### src/rtl/dbg_match_channel.sv
module dbg_match_channel #(
  parameter int W = 16,
  parameter bit HAS_INV = 1'b1
) (
  input  logic         clk,
  input  logic         rst_n,
  input  logic         reg_we,
  input  logic [1:0]   reg_sel,
  input  logic [W-1:0] reg_wdata,
  input  logic         bus_valid,
  input  logic         bus_rd,
  input  logic [W-1:0] bus_addr,
  input  logic [W-1:0] bus_data,
  input  logic         iq_exec,
  input  logic [W-1:0] iq_exec_addr,
  input  logic         iq_flush,
  input  logic         brk_enable,
  output logic         trig_o,
  output logic         tag_pend_o,
  output logic         brk_o,
  output logic         disarm_o
);
  localparam int CW = 7;

  logic [CW-1:0] ctl_q;
  logic [W-1:0]  cmp_addr_q;
  logic [W-1:0]  cmp_data_q;
  logic          tag_q;

  wire en     = ctl_q[0];
  wire tsel   = ctl_q[1];
  wire brk    = ctl_q[2];
  wire rw_chk = ctl_q[3];
  wire rw_val = ctl_q[4];
  wire inv    = ctl_q[5];
  wire dchk   = ctl_q[6];

  wire addr_hit = en && bus_valid && (bus_addr == cmp_addr_q);
  wire dir_ok   = !rw_chk || (bus_rd == rw_val);
  wire data_ok  = !dchk || ((bus_data == cmp_data_q) ^ inv);
  wire imm_hit  = addr_hit && !tsel && dir_ok && data_ok;
  wire tag_fire = en && tsel && tag_q && iq_exec && !iq_flush &&
                  (iq_exec_addr == cmp_addr_q);
  wire evt      = imm_hit || tag_fire;
  wire kill     = evt && brk;

  always_ff @(posedge clk or negedge rst_n) begin
    if (!rst_n) begin
      ctl_q      <= '0;
      cmp_addr_q <= '0;
      cmp_data_q <= '0;
    end else if (reg_we) begin
      case (reg_sel)
        2'd0: ctl_q <= {reg_wdata[6], reg_wdata[5] & HAS_INV, reg_wdata[4:0]};
        2'd1: cmp_addr_q <= reg_wdata;
        2'd2: cmp_data_q <= reg_wdata;
        default: ;
      endcase
    end
  end

  always_ff @(posedge clk or negedge rst_n) begin
    if (!rst_n) begin
      tag_q    <= 1'b0;
      trig_o   <= 1'b0;
      disarm_o <= 1'b0;
      brk_o    <= 1'b0;
    end else begin
      trig_o   <= evt;
      disarm_o <= kill;
      brk_o    <= kill && brk_enable;
      if (!en || iq_flush || kill || tag_fire)
        tag_q <= 1'b0;
      else if (tsel && addr_hit)
        tag_q <= 1'b1;
    end
  end

  assign tag_pend_o = tag_q;
endmodule

### config.mk
export PLATFORM = sky130hd
export DESIGN_NAME = dbg_match_channel
export DESIGN_NICKNAME = d
export VERILOG_FILES = /design/src/rtl/dbg_match_channel.sv
export SDC_FILE = /design/constraint.sdc
export NUM_CORES = 1
export LEC_CHECK = 0
export BUFFER_PORTS_ARGS = -buffer_cell sky130_fd_sc_hd__buf_4
export CORE_MARGIN = 1.5
export CORE_UTILIZATION = 25
export CTS_CLUSTER_SIZE = 8
export DETAILED_ROUTE_END_ITERATION = 8
export PLACE_DENSITY = 0.54
export SLEW_MARGIN = 20
export SYNTH_ARGS = -nofsm -noshare
export SYNTH_HDL_FRONTEND = slang
export SYNTH_SLANG_ARGS = --single-unit
### constraint.sdc
create_clock -name clk -period 1.4 [get_ports clk]
set_input_delay 0.14 -clock clk [delete_from_list [all_inputs] [get_ports clk]]
set_output_delay 0.14 -clock clk [all_outputs]
set_load 0.005 [all_outputs]
# After elaboration in Yosys (flattened, before gate mapping)
# Index checks and enable logic that the tools add are counted.
totals:
  regBits: 43
  inputBits: 74
  elab_cells: 45
  output_inout_bits: 4
classes:
  reduce_logical: 29
  n_bitwise: 1
  mux: 2
  eq_ne: 6
op_table:
  columns: ["op", "n"]
  rows:
  - ["== test 16 bit", 3]
  - ["logical AND 1 bit", 13]
  - ["logical OR 1 bit", 6]
  - ["AND reduction 2 bit", 3]
  - ["logical NOT 1 bit", 5]
  - ["== test 2 x 1 -> 1 bit, second input constant", 1]
  - ["== test 2 bit, second input constant", 1]
  - ["logical NOT 2 bit", 1]
  - ["2-to-1 mux 1 bit", 2]
  - ["nonzero test 2 bit", 1]
  - ["== test 1 bit", 1]
  - ["XOR 1 bit", 1]

# Logic depth before layout (Yosys ltp)
logic_depth:
  ltp_word: 10
  mapped_depth: 6
  ltp_nobuf: 6

# Worst setup path after synthesis
# No wires, ideal clock.
synth_timing:
  path_type: "register to register"
  from: "reg cmp_data_q[5]"
  to: "reg brk_o"
  stages_incl_launch_ff: 7
  arrival_time_ns: 1.429
  path_slack_ns: -0.148
  required_ns: 1.280
  path_buffers: 0
  setup_time_ns: 0.120
  path_cell_list: "dfrtp_1 > xnor2_1 > nand4_1 > nor4_2 > mux2i_1 > o21ai_2 > and3_1"
synth_between:
  elab_chain_len: 7
synth_rtl:
  columns: ["element", "line_no", "rtl"]
  rows:
  - ["from (decl)", "27", "logic [W-1:0] cmp_data_q;"]
  - ["from (signal assigned)", "56", "2'd2: cmp_data_q <= reg_wdata;"]
  - ["== test 16 bit", "40", "wire data_ok = !dchk || ((bus_data == cmp_data_q) ^ inv);"]
  - ["XOR 1 bit", "40", null]
  - ["logical OR 1 bit", "40", null]
  - ["logical AND 1 bit", "41", "wire imm_hit = addr_hit && !tsel && dir_ok && data_ok;"]
  - ["logical OR 1 bit", "44", "wire evt = imm_hit || tag_fire;"]
  - ["via evt", "44", null]
  - ["logical AND 1 bit", "45", "wire kill = evt && brk;"]
  - ["logical AND 1 bit", "71", "brk_o <= kill && brk_enable;"]
  - ["to (signal assigned)", "71", null]
  - ["to (decl)", "20", "output logic brk_o,"]
# The timed path passes the listed nets, and every way through them passes these cells.
# A chain may end at the register's enable or synchronous reset.

# Worst setup path in the final report
# Ends and elaborated chain as after synthesis.

==> results_dict.tcl <==
set metrics [dict create \
    layout_setup_ws_ns -0.3271 \
    synth_seq_area_share 0.4928 \
    vias_per_cell 4.340 \
    synth_ff_type "dfrtp_1" \
    syn_nets 241 \
    grt_overflow_total 0 \
    rsz0062_at_grt "yes" \
    endpoint_kind "register" \
    p_per_area_mw_per_mm2 1067 \
    synth_edf_count 0 \
    synth_most_common_cell "dfrtp_1" \
    yosys.area.top_type "dfrtp_1" \
    ant_nets 0 \
    tightest_slew_ns 0.5828 \
    grt_max_degree 44 \
    met3_length_um 388 \
    die_x_um 96.45 \
    wl_um 5861 \
    drt_iter0_markers 20 \
    nets 342 \
    die_h_um 96.45 \
    synth_top_area_frac 0.4928 \
    synth_cells 167 \
    h-tree-depth 2 \
    area_growth_pct 42.92 \
    clkSlewWorstSetupHoldPaths_ns 0.09 \
    tritoncts "done" \
    met1Wirelength_um 2552 \
    clk_latency_ns 0.30 \
    diodes 0 \
    numCtsBuffers 5 \
    antenna_found_initial 0 \
    dp_hpwl_um 4682 \
    finalCoreUtilization 0.3741 \
    synthArstFlopShare 1.000 \
    grt_pass1_wl_um 8852 \
    synth_commonest_cells "dfrtp_1 (43), xnor2_1 (33), mux2_1 (27), xor2_1 (16), mux2_2 (12)" \
    startpoint_type "register" \
    fin_crit_sh 1.234 \
    yosys.cell_types.count 24 \
    synth.top_cells.by_area "dfrtp_1 (49%), mux2_1 (14%), xnor2_1 (13%)" \
    wl_per_cell_um 15.67 \
    period_needed_ns 1.727 \
    initial_core_util 0.2618 \
    drive_gt1_frac 0.4461 \
    setup_viol 4 \
    slew_headroom 0.6115 \
    port_buffers 77 \
    grt_pass1_vias 1695 \
    met2_length_um 2845 \
    setup.worst_path.class "reg -> reg" \
    status "finished with violations" \
    cts_root_buffer "clkbuf_8" \
    yosysWarnings 0 \
    max_freq_mhz 579.0 \
    crit_required_ns 1.59 \
    synth_seq_cells 43 \
    drc 0 \
    slew_violations 0 \
    crit_fanout 3 \
    num_vias 1623 \
    io_pins 78 \
    topRoutingLayerUsed "met4" \
    place_inst 364 \
    fp.dieArea_mm2 0.009303 \
    violations "negative setup slack" \
    drv_cap 0 \
    first_pass_iters 4 \
    hold_viol_final 0 \
    rows 33 \
    post_synth.cell_area_avg_um2 13.07 \
    fp.coreArea_mm2 0.008341 \
    routabilityCongestion 0.7288 \
    finClkSkew_ns 0.006090 \
    grt_usage 0.1329 \
    leakagePower_nw 1.378 \
    cp.arrival_ns 1.92 \
    irDropWorstVdd_uv 468.8 \
    hp-class "in -> reg" \
    tns_ns -1.194 \
    clock_sinks 43 \
    cts_buffer_depth 2 \
    layout.cells.non_filler 374 \
    syn_area_mm2 0.002183 \
    pre_cts_ws_ns -0.3891 \
]
[worst max-delay path, stage by stage (launching register included)]
cell and delay (ns):
dfrtp_1 0.40, xnor2_1 0.15, nand4_1 0.16, nor4_2 0.31
mux2i_1 0.31, o21ai_2 0.10, and3_1 0.18
[cell type report]
cell class              count  area (um2)
clock buffers               6       72.57
flip-flops and latches     43        1076
repair buffers             96       723.2
well taps                 105       131.4
fillers                   840        5220
clock inverters             2       12.51
multi-input cells         122        1105
[kinds of logic after synthesis]
logic type / after synthesis / synth area share
AO/OA/AOI/OAI: 4 / 0.01261
XOR/XNOR: 49 / 0.1966
buffers and inverters: 2 / 0.004585
flip-flops: 43 / 0.4928
multiplexers: 40 / 0.2057
AND/OR/NAND/NOR: 29 / 0.08768
[registers in the layout (all words and copies together) (netlist names)]
signal,cells
tag_pend_o,1
cmp_data_q,16
ctl_q,7
cmp_addr_q,16
disarm_o,1
brk_o,1
trig_o,1
[cell usage in the layout (no fill, tap or decap)]
master | netlist | routed
clkinvlp_4 | 0 | 1
clkinv_2 | 0 | 1
dfrtp_1 | 43 | 43
a21oi_1 | 1 | 1
nand2_1 | 2 | 2
nor2b_1 | 1 | 1
clkbuf_1 | 0 | 1
nand4_1 | 10 | 10
nor4_1 | 3 | 3
clkbuf_8 | 0 | 5
and3_1 | 1 | 1
a211oi_1 | 1 | 1
mux2_1 | 27 | 27
a31oi_1 | 1 | 1
mux2i_1 | 1 | 1
xor2_1 | 16 | 16
nand3_1 | 2 | 2
nor4_2 | 2 | 2
nor3b_2 | 1 | 1
nor2_1 | 2 | 2
dlygate4sd3_1 | 0 | 1
nor3_1 | 1 | 1
or2b_2 | 1 | 1
mux2_2 | 12 | 12
buf_4 | 0 | 95
nand3b_1 | 2 | 2
xnor2_1 | 33 | 32
and2_1 | 1 | 1
xnor2_2 | 0 | 1
o21ai_2 | 1 | 1
[final timing paths]
path                                     from       endpoint  slack (ns)  cells after the start
worst max-delay path            cmp_data_q[5]          brk_o       -0.33                      6
worst min-delay path             reg_wdata[8]  cmp_addr_q[8]        0.06                      2
max in group asynchronous               rst_n  cmp_data_q[6]        0.62                      2
worst min register to register       ctl_q[2]     tag_pend_o        0.50                      1
min in group asynchronous               rst_n  cmp_addr_q[8]        0.37                      2
worst max register to register  cmp_data_q[5]          brk_o       -0.33                      6
[per-layer routing]
metal  track usage  vias to the layer above
met1        0.1695                      775
li1              -                      793
met4       0.03140                        0
met3       0.03912                        6
met5             0                        -
met2        0.2209                       49
[per-stage QoR]
stage / area (um2) / hold WS (ns) / power [mW]
finish: 3120 / 0.05912 / 3.329
CTS: 3120 / 0.05862 / 3.389
detailed placement: 3010 / 0.1802 / 2.580
floorplan: 2183 / -0.1556 / 2.109
global placement: 3010 / 0.1766 / 2.560
global route: 3120 / 0.04819 / 3.556
[power by group]
part	internal (mW)	switching (mW)
Sequential	1.46	0.159
Clock	0.349	0.436
Combinational	0.579	0.351
Total	2.38	0.946
[what timing repair did]
action | CTS | global route
hold endpoints to repair | 43 | 0
resized for setup | 1 | 0
gates cloned | 0 | 0
hold buffers | 1 | 0
endpoints found under the setup margin | 4 | 4
pin swaps | 4 | 5
setup buffers | 1 | 0
Note: power is estimated with default switching activity, not from simulation.
